[src/rtl/sar_pkg.sv]
package sar_pkg;

  typedef enum logic [1:0] {
    LINK_DED    = 2'd0,
    LINK_SHARED = 2'd1,
    LINK_CHAIN  = 2'd2,
    LINK_RSVD   = 2'd3
  } link_mode_e;

  typedef enum logic [2:0] {
    ST_IDLE,
    ST_QUIET,
    ST_CONV,
    ST_READ,
    ST_SHIFT,
    ST_OUT
  } seq_state_e;

  function automatic int ns_to_cyc(input int ns, input int clk_ns);
    int c;
    c = (ns + clk_ns - 1) / clk_ns;
    return (c < 1) ? 1 : c;
  endfunction

  function automatic int max3(input int a, input int b, input int c);
    int m;
    m = (a > b) ? a : b;
    return (m > c) ? m : c;
  endfunction

endpackage

[src/rtl/sar_wait_timer.sv]
module sar_wait_timer #(
  parameter int CW = 5
) (
  input  logic          clk,
  input  logic          rst_n,
  input  logic          load,
  input  logic [CW-1:0] load_val,
  output logic          expired
);

  logic [CW-1:0] cnt;

  always_ff @(posedge clk or negedge rst_n) begin
    if (!rst_n)          cnt <= '0;
    else if (load)       cnt <= load_val;
    else if (cnt != '0)  cnt <= cnt - 1'b1;
  end

  assign expired = (cnt == '0);

  AST_TIMER_STEP: assert property (@(posedge clk) disable iff (!rst_n)
    (!load && cnt != '0) |=> (cnt == $past(cnt) - 1'b1));

endmodule

[src/rtl/sar_serial_rx.sv]
module sar_serial_rx #(
  parameter int RES_BITS  = 18,
  parameter int SCLK_HALF = 2
) (
  input  logic                clk,
  input  logic                rst_n,
  input  logic                go,
  input  logic                sdi,
  output logic                sclk,
  output logic [RES_BITS-1:0] word,
  output logic                done
);

  localparam int HCW = $clog2(SCLK_HALF + 1);
  localparam int BCW = $clog2(RES_BITS + 1);

  logic           active;
  logic [HCW-1:0] hcnt;
  logic [BCW-1:0] bits_left;
  logic [RES_BITS-1:0] shreg;

  always_ff @(posedge clk or negedge rst_n) begin
    if (!rst_n) begin
      active    <= 1'b0;
      sclk      <= 1'b0;
      hcnt      <= '0;
      bits_left <= '0;
      shreg     <= '0;
      done      <= 1'b0;
    end else begin
      done <= 1'b0;
      if (go && !active) begin
        active    <= 1'b1;
        sclk      <= 1'b0;
        hcnt      <= HCW'(SCLK_HALF - 1);
        bits_left <= BCW'(RES_BITS);
      end else if (active) begin
        if (hcnt != '0) begin
          hcnt <= hcnt - 1'b1;
        end else begin
          hcnt <= HCW'(SCLK_HALF - 1);
          if (!sclk) begin
            sclk      <= 1'b1;
            shreg     <= {shreg[RES_BITS-2:0], sdi};
            bits_left <= bits_left - 1'b1;
          end else begin
            sclk <= 1'b0;
            if (bits_left == '0) begin
              active <= 1'b0;
              done   <= 1'b1;
            end
          end
        end
      end
    end
  end

  assign word = shreg;

  AST_RX_FULL_WORD: assert property (@(posedge clk) disable iff (!rst_n)
    $fell(active) |-> (bits_left == '0 && !sclk));

endmodule

[src/rtl/sar_result_fmt.sv]
module sar_result_fmt #(
  parameter int RES_BITS   = 18,
  parameter int OUT_W      = 32,
  parameter bit SIGNED_OUT = 1'b1
) (
  input  logic [RES_BITS-1:0] raw,
  output logic [OUT_W-1:0]    wide
);

  generate
    if (OUT_W == RES_BITS) begin : g_same
      assign wide = raw;
    end else if (SIGNED_OUT) begin : g_sext
      assign wide = {{(OUT_W-RES_BITS){raw[RES_BITS-1]}}, raw};
    end else begin : g_zext
      assign wide = {{(OUT_W-RES_BITS){1'b0}}, raw};
    end
  endgenerate

endmodule

[src/rtl/sar_adc_ctrl.sv]
module sar_adc_ctrl
  import sar_pkg::*;
#(
  parameter int RES_BITS   = 18,
  parameter bit SIGNED_OUT = 1'b1,
  parameter int MAX_DEV    = 32,
  parameter int CLK_NS     = 20,
  parameter int CONV_NS    = 420,
  parameter int TURBO_NS   = 320,
  parameter int QUIET_NS   = 20,
  parameter int SCLK_HALF  = 2,
  localparam int OUT_W     = (RES_BITS > 16) ? 32 : 16,
  localparam int DEVW      = $clog2(MAX_DEV + 1)
) (
  input  logic             clk,
  input  logic             rst_n,
  input  logic             start_i,
  input  logic [1:0]       mode_i,
  input  logic             turbo_i,
  input  logic [DEVW-1:0]  ndev_i,
  output logic             busy_o,
  output logic             cnv_o,
  output logic             sel_o,
  output logic             sclk_o,
  input  logic             sdi_i,
  output logic             out_valid_o,
  input  logic             out_ready_i,
  output logic [OUT_W-1:0] out_data_o,
  output logic [DEVW-1:0]  out_dev_o,
  output logic             out_last_o
);

  localparam int CONV_CYC  = ns_to_cyc(CONV_NS, CLK_NS);
  localparam int TURBO_CYC = ns_to_cyc(TURBO_NS, CLK_NS);
  localparam int QUIET_CYC = ns_to_cyc(QUIET_NS, CLK_NS);
  localparam int TW        = $clog2(max3(CONV_CYC, TURBO_CYC, QUIET_CYC) + 1);

  seq_state_e state, state_nx;
  link_mode_e lat_mode;
  logic       lat_turbo;
  logic [DEVW-1:0] lat_last, dev_idx;

  logic          tmr_load, tmr_expired;
  logic [TW-1:0] tmr_val;
  logic          rx_go, rx_done;
  logic [RES_BITS-1:0] rx_word;

  link_mode_e mode_in;
  logic       start_ok;
  logic [TW-1:0] conv_len_in, conv_len_lat;

  assign mode_in  = link_mode_e'(mode_i);
  assign start_ok = start_i && (mode_in != LINK_RSVD);

  assign conv_len_in  = (turbo_i && mode_in != LINK_CHAIN) ? TW'(TURBO_CYC) : TW'(CONV_CYC);
  assign conv_len_lat = (lat_turbo && lat_mode != LINK_CHAIN) ? TW'(TURBO_CYC) : TW'(CONV_CYC);

  // Sequencer next state and timer loads
  always_comb begin
    state_nx = state;
    tmr_load = 1'b0;
    tmr_val  = '0;
    rx_go    = 1'b0;
    unique case (state)
      ST_IDLE: begin
        if (start_ok) begin
          tmr_load = 1'b1;
          if (mode_in == LINK_SHARED) begin
            state_nx = ST_QUIET;
            tmr_val  = TW'(QUIET_CYC);
          end else begin
            state_nx = ST_CONV;
            tmr_val  = conv_len_in;
          end
        end
      end
      ST_QUIET: begin
        if (tmr_expired) begin
          state_nx = ST_CONV;
          tmr_load = 1'b1;
          tmr_val  = conv_len_lat;
        end
      end
      ST_CONV: begin
        if (tmr_expired) state_nx = ST_READ;
      end
      ST_READ: begin
        rx_go    = 1'b1;
        state_nx = ST_SHIFT;
      end
      ST_SHIFT: begin
        if (rx_done) state_nx = ST_OUT;
      end
      ST_OUT: begin
        if (out_ready_i) begin
          if (lat_mode == LINK_CHAIN && dev_idx != lat_last) state_nx = ST_READ;
          else                                               state_nx = ST_IDLE;
        end
      end
      default: state_nx = ST_IDLE;
    endcase
  end

  always_ff @(posedge clk or negedge rst_n) begin
    if (!rst_n) begin
      state     <= ST_IDLE;
      lat_mode  <= LINK_DED;
      lat_turbo <= 1'b0;
      lat_last  <= '0;
      dev_idx   <= '0;
    end else begin
      state <= state_nx;
      if (state == ST_IDLE && start_ok) begin
        lat_mode  <= mode_in;
        lat_turbo <= turbo_i;
        dev_idx   <= '0;
        if (mode_in != LINK_CHAIN || ndev_i == '0) lat_last <= '0;
        else if (ndev_i > DEVW'(MAX_DEV))          lat_last <= DEVW'(MAX_DEV - 1);
        else                                       lat_last <= ndev_i - 1'b1;
      end else if (state == ST_OUT && out_ready_i && state_nx == ST_READ) begin
        dev_idx <= dev_idx + 1'b1;
      end
    end
  end

  // Pin levels per state and mode
  always_comb begin
    cnv_o = 1'b0;
    sel_o = 1'b1;
    unique case (state)
      ST_IDLE:  sel_o = (mode_in != LINK_CHAIN);
      ST_QUIET: sel_o = 1'b0;
      ST_CONV: begin
        sel_o = 1'b1;
        cnv_o = (lat_mode == LINK_DED);
      end
      ST_READ, ST_SHIFT: begin
        sel_o = (lat_mode == LINK_CHAIN);
        cnv_o = (lat_mode == LINK_DED);
      end
      ST_OUT:   sel_o = 1'b1;
      default:  sel_o = 1'b1;
    endcase
  end

  sar_wait_timer #(.CW(TW)) u_timer (
    .clk      (clk),
    .rst_n    (rst_n),
    .load     (tmr_load),
    .load_val (tmr_val),
    .expired  (tmr_expired)
  );

  sar_serial_rx #(.RES_BITS(RES_BITS), .SCLK_HALF(SCLK_HALF)) u_rx (
    .clk  (clk),
    .rst_n(rst_n),
    .go   (rx_go),
    .sdi  (sdi_i),
    .sclk (sclk_o),
    .word (rx_word),
    .done (rx_done)
  );

  sar_result_fmt #(.RES_BITS(RES_BITS), .OUT_W(OUT_W), .SIGNED_OUT(SIGNED_OUT)) u_fmt (
    .raw  (rx_word),
    .wide (out_data_o)
  );

  assign busy_o      = (state != ST_IDLE);
  assign out_valid_o = (state == ST_OUT);
  assign out_dev_o   = dev_idx;
  assign out_last_o  = (lat_mode != LINK_CHAIN) || (dev_idx == lat_last);

  AST_READ_AFTER_WAIT: assert property (@(posedge clk) disable iff (!rst_n)
    (state == ST_READ) |-> ($past(state) == ST_CONV || $past(state) == ST_OUT));

  AST_DED_CNV_HELD: assert property (@(posedge clk) disable iff (!rst_n)
    (sclk_o && lat_mode == LINK_DED) |-> (cnv_o && !sel_o));

  AST_QUIET_FIRST: assert property (@(posedge clk) disable iff (!rst_n)
    (state == ST_CONV && $past(state) == ST_IDLE) |-> (lat_mode != LINK_SHARED));

  AST_CHAIN_SEL_HIGH: assert property (@(posedge clk) disable iff (!rst_n)
    (busy_o && lat_mode == LINK_CHAIN) |-> sel_o);

  AST_HOLD_STALL: assert property (@(posedge clk) disable iff (!rst_n)
    (out_valid_o && !out_ready_i) |=> (out_valid_o && $stable(out_data_o) &&
                                       $stable(out_dev_o) && $stable(out_last_o)));

  AST_BUSY_KEEPS_MODE: assert property (@(posedge clk) disable iff (!rst_n)
    busy_o |=> $stable(lat_mode));

endmodule

[config.mk]
export PLATFORM = sky130hd
export DESIGN_NAME = sar_adc_ctrl
export DESIGN_NICKNAME = d
export VERILOG_FILES = /design/src/rtl/sar_pkg.sv /design/src/rtl/sar_wait_timer.sv /design/src/rtl/sar_serial_rx.sv /design/src/rtl/sar_result_fmt.sv /design/src/rtl/sar_adc_ctrl.sv
export SDC_FILE = /design/constraint.sdc
export NUM_CORES = 1
export LEC_CHECK = 0
export ABC_AREA = 1
export CAP_MARGIN = 20
export CORE_MARGIN = 2
export CORE_UTILIZATION = 55
export DETAILED_ROUTE_END_ITERATION = 10
export PLACE_DENSITY = 0.93
export RECOVER_POWER = 25
export SLEW_MARGIN = 20
export SYNTH_ARGS = -nofsm -noshare
export SYNTH_HDL_FRONTEND = slang
export SYNTH_HIERARCHICAL = 1
export SYNTH_SLANG_ARGS = --single-unit
export TNS_END_PERCENT = 30
[constraint.sdc]
create_clock -name clk -period 3.89 [get_ports clk]
set_clock_uncertainty 0.05 [all_clocks]
set_input_delay 0.778 -clock clk [delete_from_list [all_inputs] [get_ports clk]]
set_output_delay 0.778 -clock clk [all_outputs]
set_load 0.01 [all_outputs]
# Yosys cells after proc, flatten, opt, wreduce, memory -nomap -nowiden

Index checks and enable logic that the tools add are counted.
W data, S select, Z words.

Register bits: 51
Input port bits: 14
Logic and storage cells: 110

Add/subtract/negate cells: 5
Magnitude comparators: 1
Eq/ne operators: 15
Mux-type cells: 47
Bitwise operators: 3
Reduce and logical (&&, ||, !) cells: 27

Operators with widths:

| cell                  | number |
|---|---|
| $mux W5               | 9 |
| $mux W6               | 4 |
| $mux W3               | 7 |
| $mux W1               | 18 |
| $pmux W3 S6           | 1 |
| $logic_not A5 Y1      | 2 |
| $mux W2               | 5 |
| $pmux W5 S2           | 1 |
| $sub A5 B1 Y5 const B | 2 |
| $eq A3 B2 Y1 const B  | 3 |
| $logic_and A1 B1 Y1   | 8 |
| $ne A2 B2 Y1 const B  | 4 |
| $reduce_bool A2 Y1    | 4 |
| $add A6 B1 Y6 const B | 1 |
| $eq A3 B3 Y1 const B  | 2 |
| $eq A6 B6 Y1          | 1 |
| $gt A6 B6 Y1 const B  | 1 |
| $logic_not A6 Y1      | 1 |
| $ne A6 B6 Y1          | 1 |
| $sub A6 B1 Y6 const B | 1 |
| $reduce_bool A5 Y1    | 1 |
| $reduce_and A4 Y1     | 1 |
| $eq A3 B1 Y1 const B  | 1 |
| $logic_not A3 Y1      | 1 |
| other kinds (15)      | 18 |

# Logic depth before layout (Yosys ltp)

Gate-level depths: netlist (run 1).

Depth after elaboration: 9
Depth in mapped cells: 12
Gate-level depth less buffers: 12

# Modules after synthesis

Netlist (run 1), hierarchy kept.

Modules (own cells, without submodules):

| module         | times used | cells each | area an instance (um^2) | sequential area each (um^2) |
|---|---|---|---|---|
| sar_adc_ctrl   | 1          | 184        | 1243.7                  | 450.4 |
| sar_serial_rx  | 1          | 137        | 1216.2                  | 700.7 |
| sar_wait_timer | 1          | 39         | 302.8                   | 125.1 |
| sar_result_fmt | 1          | 32         | 240.2                   | 0.0 |

# Least setup slack after synthesis (run 1)

No wires, ideal clock.

Kind: input -> output
Start: input port mode_i[1]
End: output port sel_o
Data arrival time: 1.164 ns
Data required time: 3.062 ns
Setup slack: 1.898 ns
Cell stages on the path: 5
Buffers on the path: 0
Cells stage by stage: inv_1 nor2_1 o21ai_0 o21ai_0 nand2_1

Cells in the longest elaborated chain, start to end: 2

Ends and longest elaborated chain:

| what               | RTL line            | source |
|---|---|---|
| start: declaration | sar_adc_ctrl.sv:18  | `input logic [1:0] mode_i,` |
| $ne A2 B2 Y1       | sar_adc_ctrl.sv:131 | `ST_IDLE: sel_o = (mode_in != LINK_CHAIN);` |
| $pmux W1 S3        | sar_adc_ctrl.sv:130 | `unique case (state)` |
| end: declaration   | sar_adc_ctrl.sv:23  | `output logic sel_o,` |

No other way between the ends.

# Worst setup path after layout (run 1)

Ends and elaborated chain as after synthesis.

==> impl_metrics.csv, run 1 <==
group,metric,value,unit
floorplanning,core_area,5170,um2
logic_synthesis,yosys-top-cells-count,"nand2_1 (125), dfrtp_1 (51), inv_1 (43)",
clock_tree,post_cts_buffers,0,
grt,grtUsageTotal,0.221,
route,via_count,2545,
layout,n_antenna_cell,0,
grt,grt_pass1_wl,10.7,mm
logic_synthesis,syn_inst,392,
sta,setup_tns,0,ns
route,route.detailed.drc,0,
layout,nets,438,
placement,gp_congestion,0.895,
clock_tree,cts.clk_slew.worst_paths,0.10,ns
logic_synthesis,yosysMostFrequentCell,"nand2_1",
floorplanning,start_util,0.581,
grt,grt_antenna_before_repair,0,
sta,tightest_slew,2.00,ns
clock_tree,cts_resized,0,
floorplanning,io_pins,58,
logic_synthesis,async_flop_share,1.00,
clock_tree,htree_levels,2,
placement,place_inst,482,
worst_setup_path,cp.depth,7,
clock_tree,cts_hold_buf,0,
clock_tree,worstSkewPairLatency,0.32,ns
worst_setup_path,crit_arrival,2.25,ns
clock_tree,cts_sinks,51,
route,first_pass_iters,5,
logic_synthesis,synth-edff-count,0,
layout,drive_above_1_share,0.0833,
worst_setup_path,path_cells,"clkdlybuf4s50_1 -> inv_1 -> nor2_1 -> o21ai_0 -> o21ai_0 -> nand2_1 -> clkdlybuf4s50_1",
worst_setup_path,cp_top_family,"buffers and inverters",
layout,syn_to_final_growth,15.8,%
sta,timing.fmax,325,MHz
floorplanning,die_x,77.9,um
sta,slew_viol_final,39,
grt,grt_max_degree,39,
clock_tree,cts_made_buffers,5,
worst_setup_path,end_kind,"primary output",
logic_synthesis,synth.distinct_cells,32,
power,internal_power,0.000852,W
status,violations,"capacitance limit, slew limit",
sta,setup_viol_count_final,0,
worst_setup_path,slowest_delay,0.53,ns
worst_setup_path,worst-path-max-fanout,4,
hold_path,hold_class,"reg -> reg",
grt,grt_pass1_vias,2354,
power,comb_power_share,0.163,
layout,final_cells,490,
worst_setup_path,critPathLaunch,"mode_i[1]",
worst_setup_path,required,3.06,ns
power,swShare,0.271,
worst_setup_path,crit_end,"sel_o",
worst_setup_path,worstReg2RegStart,"u_timer/cnt[0]",
worst_setup_path,worst_r2r_path_depth,10,
power,ir_drop,202,uV
placement,hpwl,4.44,mm
logic_synthesis,ys_ff_latch,51,
clock_tree,cts_tree,"built",
sta,final_hold_viol_count,0,
logic_synthesis,syn_area_per_cell,7.66,um2
clock_tree,cts_max_path_buffers,2,
sta,finalCritPeriodShare,0.791,
clock_tree,cts.root.buffer_cell,"clkbuf_8",
power,power.share.clock,0.338,
logic_synthesis,synth_top_area_frac,0.425,
route,vias_per_cell,5.19,
logic_synthesis,synth_flop_cell,"dfrtp_1",
placement,port_buffers,57,
route,totalWireLength,6.19,mm
logic_synthesis,synth_area_leader_cell,"dfrtp_1",
sta,finalWorstSetupSlack,0.814,ns
job,cap_violations,1,
sta,grt_setup_unrepaired,"no",
floorplanning,rows,26,
power,power.density,336,nW/um2
route,postRouteAntennaNets,0,
sta,slew-limit-headroom,-0.331,
power,seqPwrFrac,0.499,
worst_setup_path,r2r-end,"u_timer/cnt[1]",
floorplanning,dieArea,6070,um2
status,run_status,"finished with violations",
worst_setup_path,path_buf_inv,3,
worst_setup_path,start_kind,"input port",
sta,period_needed,3.08,ns
floorplanning,dieHeight,77.9,um
logic_synthesis,yosys-top-cells-area,"dfrtp_1 (43%), nand2_1 (16%), buf_4 (8.3%), inv_1 (5.4%), nand3_1 (4.2%)",
worst_setup_path,cpMaxStageDelayCell,"clkdlybuf4s50_1",
logic_synthesis,yosysWarnings,6,
route,initialDrtViolationCount,198,
power,p_sw,0.000316,W
worst_setup_path,r2r_setup_slack,1.68,ns
worst_setup_path,crit_type,"in -> out",
logic_synthesis,syn_area,3000,um2
power,p_leak,1.78,nW
route,wire_per_inst,12.6,um
logic_synthesis,synth_seq_area_share,0.425,
placement,dp_slack,0.839,ns
grt,overflow,0,
## per-stage QoR
step | total power [W] | instance area, um2 | hold slack, ns | util
floorplan | 0.000723 | 3010 | 0.383 | -
finish | 0.00117 | 3480 | 0.431 | 0.672
detailed placement | 0.000779 | 3370 | 0.412 | 0.652
global route | 0.00122 | 3480 | 0.448 | 0.672
global placement | 0.000769 | 3370 | 0.397 | 0.652
CTS | 0.00117 | 3490 | 0.432 | 0.675
## layout by cell type (no fill, tap or decap)
| cell type | n |
|---|---|
| o21bai_1 | 1 |
| clkbuf_8 | 6 |
| inv_1 | 43 |
| nor3_2 | 1 |
| conb_1 | 2 |
| o211ai_1 | 1 |
| xor2_1 | 7 |
| buf_4 | 1 |
| nand4_2 | 2 |
| nor3_1 | 3 |
| o22ai_1 | 2 |
| inv_4 | 1 |
| o21ai_2 | 2 |
| nand4_1 | 2 |
| o21ai_0 | 23 |
| nand2_1 | 125 |
| clkdlybuf4s50_1 | 56 |
| nor2_2 | 3 |
| clkbuf_1 | 1 |
| nand3_4 | 1 |
| o21ai_1 | 6 |
| a21oi_1 | 3 |
| ha_1 | 5 |
| nand2_2 | 4 |
| nor2_4 | 1 |
| inv_6 | 1 |
| inv_2 | 8 |
| nor2_1 | 24 |
| dfrtp_1 | 51 |
| or3b_1 | 1 |
| bufinv_16 | 1 |
| nand3b_1 | 2 |
| nand3_1 | 26 |
| xnor2_1 | 1 |
| nand3_2 | 3 |
## tightest hold or removal path, stage by stage (launching register included)
cell     delay [ns]
dfrtp_1        0.35
nand2_1        0.05
nand2_1        0.05
## routing by layer
metal,vias up,wire [um],global-route usage
li1,1245,-,-
met1,1206,2700,0.296
met2,84,3090,0.366
met3,10,275,0.0279
met4,0,131,0.0860
met5,-,0,0
## power by group through the flow
stage,registers (W),logic [W],clock network [W]
floorplan,0.000588,0.000136,0
global placement,0.000592,0.000178,0
detailed placement,0.000593,0.000187,0
CTS,0.000583,0.000191,0.000396
global route,0.000587,0.000217,0.000419
finish,0.000583,0.000191,0.000395
## sequential cells by signal (all words and copies together) (netlist names)
| signal | flops |
|---|---|
| u_rx/done | 1 |
| u_rx/bits_left | 5 |
| u_rx/sclk | 1 |
| lat_turbo | 1 |
| u_timer/cnt | 5 |
| lat_last | 6 |
| u_rx/hcnt | 2 |
| u_rx/word | 18 |
| state | 3 |
| out_dev_o | 6 |
| u_rx/active | 1 |
| lat_mode | 2 |
## how the worst min path moves through the flow
stage                              endpoint  slack (ns)  depth (start not counted)               from
after CTS                 u_rx/bits_left[4]        0.43                          2  u_rx/bits_left[4]
after floorplan           u_rx/bits_left[4]        0.38                          2  u_rx/bits_left[4]
after detailed placement  u_rx/bits_left[4]        0.41                          2  u_rx/bits_left[4]
after global routing      u_rx/bits_left[4]        0.45                          2  u_rx/bits_left[4]
after global placement    u_rx/bits_left[4]        0.40                          2  u_rx/bits_left[4]
final                     u_rx/bits_left[4]        0.43                          2  u_rx/bits_left[4]
## cells by family after synthesis
family | after synthesis | share of synthesized area
XOR/XNOR | 8 | 0.0233
buffers and inverters | 91 | 0.165
other | 1 | 0.00125
adder cells (fa/ha/maj) | 5 | 0.0208
flip-flops | 51 | 0.425
AND/OR/NAND/NOR | 198 | 0.297
AO/OA/AOI/OAI | 38 | 0.0683
## area by class of cell
| cell class | count | area [um2] |
|---|---|---|
| fillers | 399 | 1690 |
| flip-flops and latches | 51 | 1280 |
| multi-input cells | 251 | 1220 |
| repair buffers | 58 | 572 |
| inverters | 52 | 198 |
| well taps | 70 | 87.6 |
| clock buffers | 6 | 82.6 |
| clock inverters | 2 | 38.8 |
No activity file was read; power rests on OpenSTA's default activity.
==> run 2: changes to the inputs <==
CORE_UTILIZATION = 52   (was 55)
PLACE_DENSITY = 0.89   (was 0.93)
clock period = 3.2 ns   (was 3.89 ns; I/O delays follow)
==> run 2 against run 1 <==
The run now ends clean. Via count is 2.0% lower. Routed wire length decreased by 4.9%. Clock power is 6.6% lower. Die area up 5.5%. Global-route usage down 2.1 points. Utilization decreased by 4.9 points.
==> impl_metrics.csv, run 2 (synthesis results as in run 1) <==
group,metric,value,unit
status,run_status,"finished clean",
power,finalPower,0.00131,W
layout,fin_util,0.624,
layout,largest_reg_flops,18,
layout,final_cell_mix,"nand2_1 (125), clkdlybuf4s50_1 (56), dfrtp_1 (51)",
grt,grt_pass1_wl,10.2,mm
layout,n_antenna_cell,0,
clock_tree,post_cts_buffers,0,
layout,nets,437,
floorplanning,core_area,5540,um2
layout,final_common_cell,"nand2_1",
power,power.density,380,nW/um2
power,ir_drop,172,uV
sta,setup_tns,0,ns
layout,nFillCells,466,
floorplanning,dieArea,6400,um2
route,initialDrtViolationCount,169,
worst_setup_path,crit_end,"sel_o",
clock_tree,cts_sinks,51,
layout,final_cell_area,3450,um2
grt,grt_antenna_before_repair,0,
sta,grt_setup_unrepaired,"no",
clock_tree,cts_max_path_buffers,2,
worst_setup_path,start_kind,"input port",
route,totalWireLength,5.89,mm
sta,tightest_slew,1.23,ns
sta,timing.fmax,359,MHz
layout,multiInputGateArea,1240,um2
grt,overflow,0,
worst_setup_path,r2r_setup_slack,0.96,ns
worst_setup_path,r2r-end,"u_timer/cnt[1]",
placement,dp_slack,0.414,ns
hold_path,hold_depth,2,
floorplanning,dieHeight,80.0,um
route,via_count,2493,
sta,finalWorstSetupSlack,0.415,ns
sta,slew-limit-headroom,0.182,
floorplanning,die_x,80.0,um
route,vias_per_cell,5.08,
clock_tree,cts.root.buffer_cell,"clkbuf_8",
placement,hpwl,4.44,mm
worst_setup_path,end_kind,"primary output",
sta,final_hold_viol_count,0,
sta,slew_viol_final,0,
grt,grtUsageTotal,0.199,
floorplanning,rows,27,
worst_setup_path,worst-path-max-fanout,5,
worst_setup_path,worst_r2r_path_depth,9,
clock_tree,cts_resized,0,
route,postRouteAntennaNets,0,
clock_tree,htree_levels,2,
grt,grt_pass1_vias,2455,
clock_tree,cts_hold_buf,0,
worst_setup_path,critPathLaunch,"mode_i[0]",
sta,finalCritPeriodShare,0.870,
layout,syn_to_final_growth,15.0,%
hold_path,hold_class,"reg -> reg",
clock_tree,worstSkewPairLatency,0.31,ns
layout,seqCellArea,1280,um2
floorplanning,io_pins,58,
route,route.detailed.drc,0,
placement,gp_congestion,0.893,
placement,place_area,3370,um2
power,p_leak,1.76,nW
clock_tree,cts_tree,"built",
sta,setup_viol_count_final,0,
worst_setup_path,worstReg2RegStart,"u_timer/cnt[0]",
job,cap_violations,0,
clock_tree,cts.clk_slew.worst_paths,0.08,ns
worst_setup_path,crit_arrival,2.09,ns
worst_setup_path,required,2.51,ns
floorplanning,start_util,0.542,
layout,drive_above_1_share,0.0859,
sta,period_needed,2.78,ns
worst_setup_path,crit_type,"in -> out",
placement,port_buffers,57,
clock_tree,cts_made_buffers,5,
grt,grt_max_degree,52,
route,wire_per_inst,12.0,um
route,first_pass_iters,4,
==> run 2: worst min path at each step <==
stage                           start                end  slack (ns)
floorplan                       rst_n        lat_last[0]        0.29
global placement    u_rx/bits_left[4]  u_rx/bits_left[4]        0.41
detailed placement  u_rx/bits_left[4]  u_rx/bits_left[4]        0.41
CTS                 u_rx/bits_left[4]  u_rx/bits_left[4]        0.42
global route        u_rx/bits_left[4]  u_rx/bits_left[4]        0.46
finish              u_rx/bits_left[4]  u_rx/bits_left[4]        0.42
==> run 2: per-stage QoR <==
step / std cells / hold WS [ns]
2_1_floorplan: 393 / 0.294
3_3_place_gp: 483 / 0.408
3_5_place_dp: 483 / 0.406
4_1_cts: 491 / 0.425
5_1_grt: 491 / 0.456
6_report: 491 / 0.421
==> run 2: power breakdown <==
group / internal, W / switching, W
clock network: 0.000153 / 0.000216
logic: 0.000101 / 0.000134
registers: 0.000679 / 0.0000289
==> run 2: routing by layer <==
metal	up-vias	global-route usage	routed length, um
met4	0	0.0712	78
met1	1184	0.238	2500
met2	64	0.357	3040
met3	8	0.0351	271
met5	-	0	0
li1	1237	-	-
==> run 2: critical path: stages <==
cell and delay [ns]:
clkdlybuf4s50_1 0.53, nor2_1 0.09, o21ai_0 0.13, o21ai_0 0.10
nand2_1 0.07, clkdlybuf4s50_1 0.53
==> run 2: cell type report <==
| class | count | share of cell area |
|---|---|---|
| Clock buffer | 5 | 0.0199 |
| Clock inverter | 3 | 0.00580 |
| Inverter | 52 | 0.0572 |
| Multi-Input combinational cell | 251 | 0.358 |
| Sequential cell | 51 | 0.369 |
| Tap cell | 72 | 0.0261 |
| Timing Repair Buffer | 57 | 0.164 |
